==> src/rtl/gpio8_pkg.sv <==
`timescale 1ns/1ps
package gpio8_pkg;
  localparam int unsigned GPIO_N = 8;

  // Word selector within the control bank (address bits [4:2]).
  typedef enum logic [2:0] {
    SEL_DIR  = 3'd0,
    SEL_LVL  = 3'd1,
    SEL_BOTH = 3'd2,
    SEL_POL  = 3'd3,
    SEL_EN   = 3'd4,
    SEL_RAW  = 3'd5,
    SEL_MSK  = 3'd6,
    SEL_CLR  = 3'd7
  } ctrl_sel_e;
endpackage

==> src/rtl/gpio8_sync.sv <==
`timescale 1ns/1ps
module gpio8_sync #(
  parameter int unsigned N      = 8,
  parameter int unsigned STAGES = 2
) (
  input  logic         clk,
  input  logic         rst,
  input  logic [N-1:0] pin_in,
  output logic [N-1:0] sync_o,
  output logic [N-1:0] prev_o
);
  localparam int unsigned DEPTH = STAGES + 1;

  logic [N-1:0] chain [DEPTH];

  genvar g;
  generate
    for (g = 0; g < DEPTH; g++) begin : g_stage
      always_ff @(posedge clk) begin
        if (rst) chain[g] <= '0;
        else if (g == 0) chain[g] <= pin_in;
        else chain[g] <= chain[(g == 0) ? 0 : g-1];
      end
    end
  endgenerate

  assign sync_o = chain[STAGES-1];
  assign prev_o = chain[STAGES];
endmodule

==> src/rtl/gpio8_irq.sv <==
`timescale 1ns/1ps
module gpio8_irq #(
  parameter int unsigned N = 8
) (
  input  logic         clk,
  input  logic         rst,
  input  logic [N-1:0] sync_i,
  input  logic [N-1:0] prev_i,
  input  logic [N-1:0] lvl_i,
  input  logic [N-1:0] both_i,
  input  logic [N-1:0] pol_i,
  input  logic [N-1:0] clr_i,
  output logic [N-1:0] raw_d,
  output logic [N-1:0] raw_q
);
  genvar g;
  generate
    for (g = 0; g < N; g++) begin : g_pin
      logic rise, fall, lvl_hit, edge_hit;
      always_comb begin
        rise     = sync_i[g] & ~prev_i[g];
        fall     = ~sync_i[g] & prev_i[g];
        lvl_hit  = pol_i[g] ? sync_i[g] : ~sync_i[g];
        edge_hit = both_i[g] ? (rise | fall) : (pol_i[g] ? rise : fall);
        if (lvl_i[g]) raw_d[g] = lvl_hit;
        else          raw_d[g] = edge_hit | (raw_q[g] & ~clr_i[g]);
      end
      always_ff @(posedge clk) begin
        if (rst) raw_q[g] <= 1'b0;
        else     raw_q[g] <= raw_d[g];
      end
    end
  endgenerate
endmodule

==> src/rtl/gpio8_regs.sv <==
`timescale 1ns/1ps
module gpio8_regs
  import gpio8_pkg::*;
#(
  parameter int unsigned N      = 8,
  parameter int unsigned ADDR_W = N + 4
) (
  input  logic              clk,
  input  logic              rst,
  input  logic              psel,
  input  logic              penable,
  input  logic              pwrite,
  input  logic [ADDR_W-1:0] paddr,
  input  logic [N-1:0]      pwdata,
  output logic [N-1:0]      prdata,
  input  logic [N-1:0]      sync_i,
  input  logic [N-1:0]      raw_d,
  input  logic [N-1:0]      raw_q,
  output logic [N-1:0]      dir_q,
  output logic [N-1:0]      lvl_q,
  output logic [N-1:0]      both_q,
  output logic [N-1:0]      pol_q,
  output logic [N-1:0]      en_q,
  output logic [N-1:0]      clr_o,
  output logic [N-1:0]      pin_out,
  output logic              irq
);
  localparam int unsigned CTRL_BIT = N + 2;

  logic [N-1:0] data_q;
  logic [N-1:0] data_d, dir_d, lvl_d, both_d, pol_d, en_d;
  logic [N-1:0] mask, rd_val;
  logic         wr_en, rd_setup, data_hit, ctrl_hit;
  ctrl_sel_e    sel;
  logic         unused_addr;

  assign unused_addr = ^paddr[1:0];
  assign wr_en    = psel & penable & pwrite;
  assign rd_setup = psel & ~penable & ~pwrite;
  assign mask     = paddr[N+1:2];
  assign sel      = ctrl_sel_e'(paddr[4:2]);
  assign data_hit = ~paddr[CTRL_BIT] & ~|paddr[ADDR_W-1:CTRL_BIT+1];
  assign ctrl_hit = paddr[CTRL_BIT] & ~|paddr[ADDR_W-1:CTRL_BIT+1] & ~|paddr[N+1:5];

  always_comb begin
    data_d = data_q;
    dir_d  = dir_q;
    lvl_d  = lvl_q;
    both_d = both_q;
    pol_d  = pol_q;
    en_d   = en_q;
    clr_o  = '0;
    if (wr_en && data_hit) data_d = (data_q & ~mask) | (pwdata & mask);
    if (wr_en && ctrl_hit) begin
      case (sel)
        SEL_DIR:  dir_d  = pwdata;
        SEL_LVL:  lvl_d  = pwdata;
        SEL_BOTH: both_d = pwdata;
        SEL_POL:  pol_d  = pwdata;
        SEL_EN:   en_d   = pwdata;
        SEL_CLR:  clr_o  = pwdata;
        default:  ;
      endcase
    end
  end

  always_comb begin
    rd_val = '0;
    if (data_hit) begin
      rd_val = ((dir_q & data_q) | (~dir_q & sync_i)) & mask;
    end else if (ctrl_hit) begin
      case (sel)
        SEL_DIR:  rd_val = dir_q;
        SEL_LVL:  rd_val = lvl_q;
        SEL_BOTH: rd_val = both_q;
        SEL_POL:  rd_val = pol_q;
        SEL_EN:   rd_val = en_q;
        SEL_RAW:  rd_val = raw_q;
        SEL_MSK:  rd_val = raw_q & en_q;
        default:  rd_val = '0;
      endcase
    end
  end

  always_ff @(posedge clk) begin
    if (rst) begin
      data_q  <= '0;
      dir_q   <= '0;
      lvl_q   <= '0;
      both_q  <= '0;
      pol_q   <= '0;
      en_q    <= '0;
      pin_out <= '0;
      irq     <= 1'b0;
      prdata  <= '0;
    end else begin
      data_q  <= data_d;
      dir_q   <= dir_d;
      lvl_q   <= lvl_d;
      both_q  <= both_d;
      pol_q   <= pol_d;
      en_q    <= en_d;
      pin_out <= data_d & dir_d;
      irq     <= |(raw_d & en_d);
      if (rd_setup) prdata <= rd_val;
    end
  end
endmodule

==> src/rtl/gpio8_ctrl.sv <==
`timescale 1ns/1ps
module gpio8_ctrl #(
  parameter int unsigned N       = gpio8_pkg::GPIO_N,
  parameter int unsigned ADDR_W  = N + 4,
  parameter int unsigned SYNC_FF = 2
) (
  input  logic              clk,
  input  logic              rst,
  input  logic              psel,
  input  logic              penable,
  input  logic              pwrite,
  input  logic [ADDR_W-1:0] paddr,
  input  logic [N-1:0]      pwdata,
  output logic [N-1:0]      prdata,
  input  logic [N-1:0]      pin_in,
  output logic [N-1:0]      pin_out,
  output logic [N-1:0]      pin_oe,
  output logic              irq
);
  logic [N-1:0] sync_w, prev_w, lvl_w, both_w, pol_w, en_w, clr_w, raw_d_w, raw_q_w, dir_w;

  gpio8_sync #(.N(N), .STAGES(SYNC_FF)) i_sync (
    .clk(clk), .rst(rst), .pin_in(pin_in), .sync_o(sync_w), .prev_o(prev_w)
  );

  gpio8_irq #(.N(N)) i_irq (
    .clk(clk), .rst(rst), .sync_i(sync_w), .prev_i(prev_w),
    .lvl_i(lvl_w), .both_i(both_w), .pol_i(pol_w), .clr_i(clr_w),
    .raw_d(raw_d_w), .raw_q(raw_q_w)
  );

  gpio8_regs #(.N(N), .ADDR_W(ADDR_W)) i_regs (
    .clk(clk), .rst(rst), .psel(psel), .penable(penable), .pwrite(pwrite),
    .paddr(paddr), .pwdata(pwdata), .prdata(prdata), .sync_i(sync_w),
    .raw_d(raw_d_w), .raw_q(raw_q_w), .dir_q(dir_w), .lvl_q(lvl_w),
    .both_q(both_w), .pol_q(pol_w), .en_q(en_w), .clr_o(clr_w),
    .pin_out(pin_out), .irq(irq)
  );

  assign pin_oe = dir_w;
endmodule

==> config.mk <==
export PLATFORM = sky130hd
export DESIGN_NAME = gpio8_ctrl
export DESIGN_NICKNAME = d
export VERILOG_FILES = /design/src/rtl/gpio8_pkg.sv /design/src/rtl/gpio8_sync.sv /design/src/rtl/gpio8_irq.sv /design/src/rtl/gpio8_regs.sv /design/src/rtl/gpio8_ctrl.sv
export SDC_FILE = /design/constraint.sdc
export NUM_CORES = 1
export LEC_CHECK = 0
export BUFFER_PORTS_ARGS = -buffer_cell sky130_fd_sc_hd__buf_2
export CORE_AREA = 2 2 103 130
export CTS_CLUSTER_DIAMETER = 80
export DETAILED_ROUTE_END_ITERATION = 6
export DIE_AREA = 0 0 105 132
export PLACE_DENSITY = 0.6
export SLEW_MARGIN = 40
export SYNTH_ARGS = -nofsm -noshare
export SYNTH_HDL_FRONTEND = slang
export SYNTH_SLANG_ARGS = --single-unit
export TNS_END_PERCENT = 20
==> constraint.sdc <==
create_clock -name clk -period 3.13 [get_ports clk]
set_clock_uncertainty 0.2 [all_clocks]
set_input_delay 0.313 -clock clk [delete_from_list [all_inputs] [get_ports clk]]
set_output_delay 0.313 -clock clk [all_outputs]
set_load 0.01 [all_outputs]
# ---- Yosys cells after proc, flatten, opt, wreduce, memory -nomap -nowiden
# Memories as Yosys holds them, arrays and structs flattened.
# Index checks and enable logic that the tools add are counted.
dict set report word_totals {
  n_memories 1
  ff_bits 73
  output_inout_bits 25
  wordCells 172
  inputBits 33
  ramBits 24
}
dict set report op_classes {
  n_reduce_logical 10
  n_eq_ne 7
  muxes 48
  bitwise 89
}
# name depth word_bits read_ports rd_ports_with_merged_regs write_ports line_no
set mem_list {}
lappend mem_list {i_sync.chain 3 8 3 0 3 gpio8_sync.sv:14} ;# logic [N-1:0] chain [DEPTH];
# operator count
set ops {}
lappend ops {{8-bit 2-to-1 mux} 12}
lappend ops {{8-bit bitwise AND} 8}
lappend ops {{8-bit case mux with 7 select lines} 1}
lappend ops {{1-bit 2-to-1 mux} 35}
lappend ops {{1-bit bitwise AND} 31}
lappend ops {{1-bit NOT} 27}
lappend ops {{1-bit bitwise OR} 19}
lappend ops {{8-bit NOT} 2}
lappend ops {{8-bit bitwise OR} 2}
lappend ops {{3-bit == test, second input constant} 4}
lappend ops {{8-bit OR reduction} 1}
lappend ops {{3-bit by 2-bit == test with 1-bit output, second input constant} 2}
lappend ops {{2-bit AND reduction} 3}
lappend ops {{5-bit OR reduction} 1}
lappend ops {{3-bit by 1-bit == test with 1-bit output, second input constant} 1}
lappend ops {{3-bit zero test} 1}
lappend ops {{1-bit logical AND} 2}
lappend ops {{1-bit zero test} 2}

# ---- Logic depth before layout (Yosys ltp)
dict set report logic_depth {
  ltp_word 11
  ltp_mapped 8
  depth_no_buf 7
}

# ---- Cells and area by module
# From an unflattened synthesis, not the netlist that was laid out.
dict set report hier_totals {
  cells_unflattened 540
  hier_area_um2 5072.4
}
# mod n_inst cells_each area_each_um2
set modules_own_cells {}
lappend modules_own_cells {gpio8_regs 1 385 3309.4}
lappend modules_own_cells {gpio8_irq 1 105 1069.8}
lappend modules_own_cells {gpio8_sync 1 50 693.2}

# ---- Worst setup path before layout
# Ideal clock, no wire load.
dict set report synth_path {
  path_type {input-to-reg}
  start {input port paddr[4]}
  end {register i_regs.irq}
  t_arrival_ns 1.820
  path_buffers 1
  setup_time_ns 0.140
  required_time_ns 2.790
  setup_slack_ns 0.969
  cell_stages 6
  cell_sequence {clkbuf_1 > and4_1 > nand4_1 > mux2_2 > a22oi_1 > a41oi_1}
}
dict set report synth_via {
  elab_chain_len 9
}
# element line_no
set synth_lines {}
lappend synth_lines {{start, declared} gpio8_ctrl.sv:12} ;# input logic [ADDR_W-1:0] paddr,
lappend synth_lines {{3-bit == test} gpio8_regs.sv:55} ;# case (sel)
lappend synth_lines {{8-bit 2-to-1 mux} gpio8_regs.sv:55}
lappend synth_lines {{8-bit 2-to-1 mux} gpio8_regs.sv:54} ;# if (wr_en && ctrl_hit) begin
lappend synth_lines {{1-bit NOT} gpio8_irq.sv:26} ;# else raw_d[g] = edge_hit | (raw_q[g] & ~clr_i[g]);
lappend synth_lines {{1-bit bitwise AND} gpio8_irq.sv:26}
lappend synth_lines {{1-bit bitwise OR} gpio8_irq.sv:26}
lappend synth_lines {{1-bit 2-to-1 mux} gpio8_irq.sv:25} ;# if (lvl_i[g]) raw_d[g] = lvl_hit;
lappend synth_lines {{8-bit bitwise AND *} gpio8_regs.sv:104} ;# irq <= |(raw_d & en_d);
lappend synth_lines {{8-bit OR reduction *} gpio8_regs.sv:104}
lappend synth_lines {{end signal, assigned} gpio8_regs.sv:104}
lappend synth_lines {{end, declared} gpio8_regs.sv:26} ;# output logic irq
# Every way passes the cells marked *; elsewhere a longest branch is shown, timed or not.
# A chain may end at the register's enable or synchronous reset.

# ---- Worst setup path in the final report
dict set report layout_path {
  start {input port paddr[7]}
  end {register i_regs.pin_out[7]}
}
dict set report layout_via {
  elab_chain_len 6
}
# element line_no
set layout_lines {}
lappend layout_lines {{5-bit OR reduction} gpio8_regs.sv:43} ;# assign ctrl_hit = paddr[CTRL_BIT] & ~|paddr[ADDR_W-1:CTRL_BIT+1] & ~|paddr[N+1:5];
lappend layout_lines {{1-bit zero test} gpio8_regs.sv:43}
lappend layout_lines {{1-bit bitwise AND} gpio8_regs.sv:43}
lappend layout_lines {{1-bit logical AND} gpio8_regs.sv:54}
lappend layout_lines {{8-bit 2-to-1 mux} gpio8_regs.sv:54}
lappend layout_lines {{8-bit bitwise AND} gpio8_regs.sv:103} ;# pin_out <= data_d & dir_d;
lappend layout_lines {{end signal, assigned} gpio8_regs.sv:103}
lappend layout_lines {{end, declared} gpio8_regs.sv:25} ;# output logic [N-1:0] pin_out,
# No other way between the ends.

==> flow_summary.json <==
{
  "dp_hpwl_um": 8360,
  "stdcell_area_um2": 5460,
  "grt_antenna_before_repair": 0,
  "power_leakage_nw": 2.07,
  "wl_per_cell_um": 16.0,
  "cts.sinks": 97,
  "final_cell_mix": "97 x dfxtp_1, 71 x nand2_1, 64 x a21oi_1, 56 x nor2_1, 54 x buf_2",
  "core-area_um2": 12500,
  "htree_num_levels": 3,
  "fillCellCount": 1272,
  "syn_inst": 554,
  "place_area_um2": 5090,
  "layout-drive-gt1-share_pct": 18.2,
  "port_buffers": 55,
  "status": "finished, final reports clean",
  "intPower_mw": 1.94,
  "p_per_area_nw_per_um2": 469,
  "wirelength_um": 12300,
  "track_usage_pct": 17.7,
  "slew_viol_final": 0,
  "start_util_pct": 37.3,
  "mappedNetlistArea_um2": 4680,
  "cts_root_buf": "clkbuf_16",
  "n_antenna_cell": 0,
  "endpoint_kind": "flip-flop",
  "synth_top_area_cell": "dfxtp_1",
  "syn_avg_cell_area_um2": 8.46,
  "grt_pass1_vias": 3921,
  "finalCritPeriodShare_pct": 77.9,
  "cts_tree": "built",
  "drcViolationCount": 0,
  "ys_types": 40,
  "peakVddDrop_v": 0.000252,
  "post_cts_buffers": 0,
  "ioPinCount": 58,
  "timing.max_cap.violations": 0,
  "hold_viol_final": 0,
  "grt_pass1_wl_um": 19900,
  "fp.dieW_um": 105,
  "overflow": 0,
  "fin_tns_setup_ps": 0,
  "drtIter0Drc": 264,
  "start_kind": "input pin",
  "clkTransAtPathRegs_ps": 70,
  "fin_ws_ps": 693,
  "critPathMaxFanout": 20,
  "die-area_um2": 13900,
  "area_delta_synth_final_pct": 16.6,
  "layout_commonest_cell": "dfxtp_1",
  "multi_input_area_um2": 2490,
  "dr.pass1.iters": 4,
  "p_sw_mw": 0.620,
  "rows": 46,
  "seq_area_um2": 1940,
  "fin_nets": 648,
  "p_comb_share_pct": 7.9,
  "grt_max_degree": 98,
  "post-place-ws_ps": 331,
  "synth_seq_cells": 97,
  "gp_congestion": 0.813,
  "clock_latency_ps": 340,
  "ctsResizeCount": 0,
  "synth_area_leaders": "dfxtp_1 41%, a21oi_1 6.8%, nand2_1 5.7%",
  "clkPwrFrac_pct": 42.4,
  "tightest_slew_ps": 738,
  "fin_total_pwr_mw": 2.56,
  "synth-seq-area-share_pct": 41.5,
  "fmax_mhz": 410,
  "crit_type": "input pin to flip-flop",
  "cts-buffers-inserted": 9,
  "dieHeight_um": 132,
  "final_core_util_pct": 43.5,
  "vias": 4115,
  "maxSlewHeadroom_pct": 50.8,
  "power_frac_seq_pct": 49.7,
  "p_sw_share_pct": 24.2,
  "arrival_ps": 2440,
  "period_needed_ps": 2440,
  "clockBufferDepth": 2,
  "viasPerCell": 5.33,
  "min_path_type": "input pin to flip-flop",
  "syn_nets": 603,
  "yosysWarnings": 0,
  "synth_top_area_share_pct": 41.5,
  "cp.required_ps": 3140,
  "drtAntennaViolNets": 0,
  "finalSetupViolations": 0,
  "rsz0062_at_grt": "false"
}
==> path summary, 6_finish.rpt <==
check	startpoint	slack [ps]	to	cells after the start
max	paddr[7]	690	i_regs.pin_out[7]$_SDFF_PP0_	7
min reg2reg	i_sync.chain[0][7]$_SDFF_PP0_	240	i_sync.chain[1][7]$_SDFF_PP0_	1
max reg2reg	i_sync.chain[1][2]$_SDFF_PP0_	1180	i_regs.irq$_SDFF_PP0_	7
min	pwdata[7]	80	i_regs.dir_q[7]$_SDFF_PP0_	3
==> metal layers <==
metal / track usage (%) / up-vias / wire (um)
met1: 22.4 / 1956 / 5610
met2: 29.4 / 118 / 5830
met3: 3.71 / 19 / 655
li1: - / 2022 / -
met5: 0 / - / 0
met4: 6.74 / 0 / 242
==> synth_stat cells (all sizes together) <==
| cell | n |
|---|---|
| a211oi | 8 |
| a21oi | 64 |
| a22oi | 15 |
| a32oi | 10 |
| a41oi | 1 |
| and2 | 2 |
| and3 | 1 |
| and4 | 1 |
| buf | 10 |
| clkbuf | 28 |
| dfxtp | 97 |
| ha | 16 |
| inv | 25 |
| mux2 | 22 |
| mux2i | 14 |
| mux4 | 2 |
| nand2 | 72 |
| nand2b | 2 |
| nand3 | 26 |
| nand4 | 1 |
| nor2 | 56 |
| nor2b | 24 |
| nor3 | 2 |
| nor3b | 1 |
| nor4 | 10 |
| nor4b | 1 |
| o21ai | 16 |
| o221ai | 6 |
| o22a | 3 |
| o311a | 6 |
| o311ai | 2 |
| or3 | 1 |
| or4b | 1 |
| xnor2 | 8 |
==> flip-flops by register name, indices dropped and copies added (netlist names) <==
register	cells
i_sync.chain	24
i_regs.pin_out	8
i_regs.lvl_q	8
i_regs.irq	1
i_regs.pol_q	8
i_regs.data_q	8
i_regs.prdata	8
i_regs.dir_q	8
i_regs.en_q	8
i_irq.raw_q	8
i_regs.both_q	8
==> power by group through the flow <==
stage                     Sequential [mW]  Combinational (mW)  Clock (mW)
after floorplan                      1.30               0.126           0
after global placement               1.30               0.188           0
after detailed placement             1.30               0.193           0
after CTS                            1.27               0.201        1.11
after global routing                 1.28               0.221        1.16
final                                1.28               0.202        1.09
==> worst max-delay path: stages <==
cell and delay, ps:
buf_2 130, or4b_4 580, nor4_4 280, buf_4 320, nand2_1 430, a21oi_1 330, nor4_2 60
==> kinds of logic (layout without fill, tap and decap cells) <==
logic type | after synthesis | count (layout) | synth area share [%]
adder cells (fa/ha/maj) | 16 | 16 | 4.27
AO/OA/AOI/OAI | 131 | 131 | 17.6
XOR/XNOR | 8 | 8 | 1.50
multiplexers | 38 | 38 | 9.24
flip-flops | 97 | 97 | 41.5
buffers and inverters | 63 | 113 | 5.40
AND/OR/NAND/NOR | 201 | 201 | 20.5
==> cell type report <==
| class | count | share of cell area, % |
|---|---|---|
| clock buffers | 13 | 4.95 |
| clock inverters | 3 | 0.412 |
| inverters | 25 | 1.72 |
| multi-input cells | 394 | 45.7 |
| flip-flops and latches | 97 | 35.5 |
| well taps | 168 | 3.85 |
| repair buffers | 72 | 7.86 |
==> what timing repair did <==
action / 4_1_cts / 5_1_grt
endpoints found under the hold margin: 8 / 0
hold buffers: 8 / 0
setup endpoints to repair: 0 / 0
==> stage by stage <==
step | std cells | hold slack (ps)
6_report | 772 | 80.9
5_1_grt | 772 | 95.9
4_1_cts | 772 | 81.1
3_5_place_dp | 748 | 225
3_3_place_gp | 748 | 219
2_1_floorplan | 554 | 214
Power figures use the tool's default switching activity.
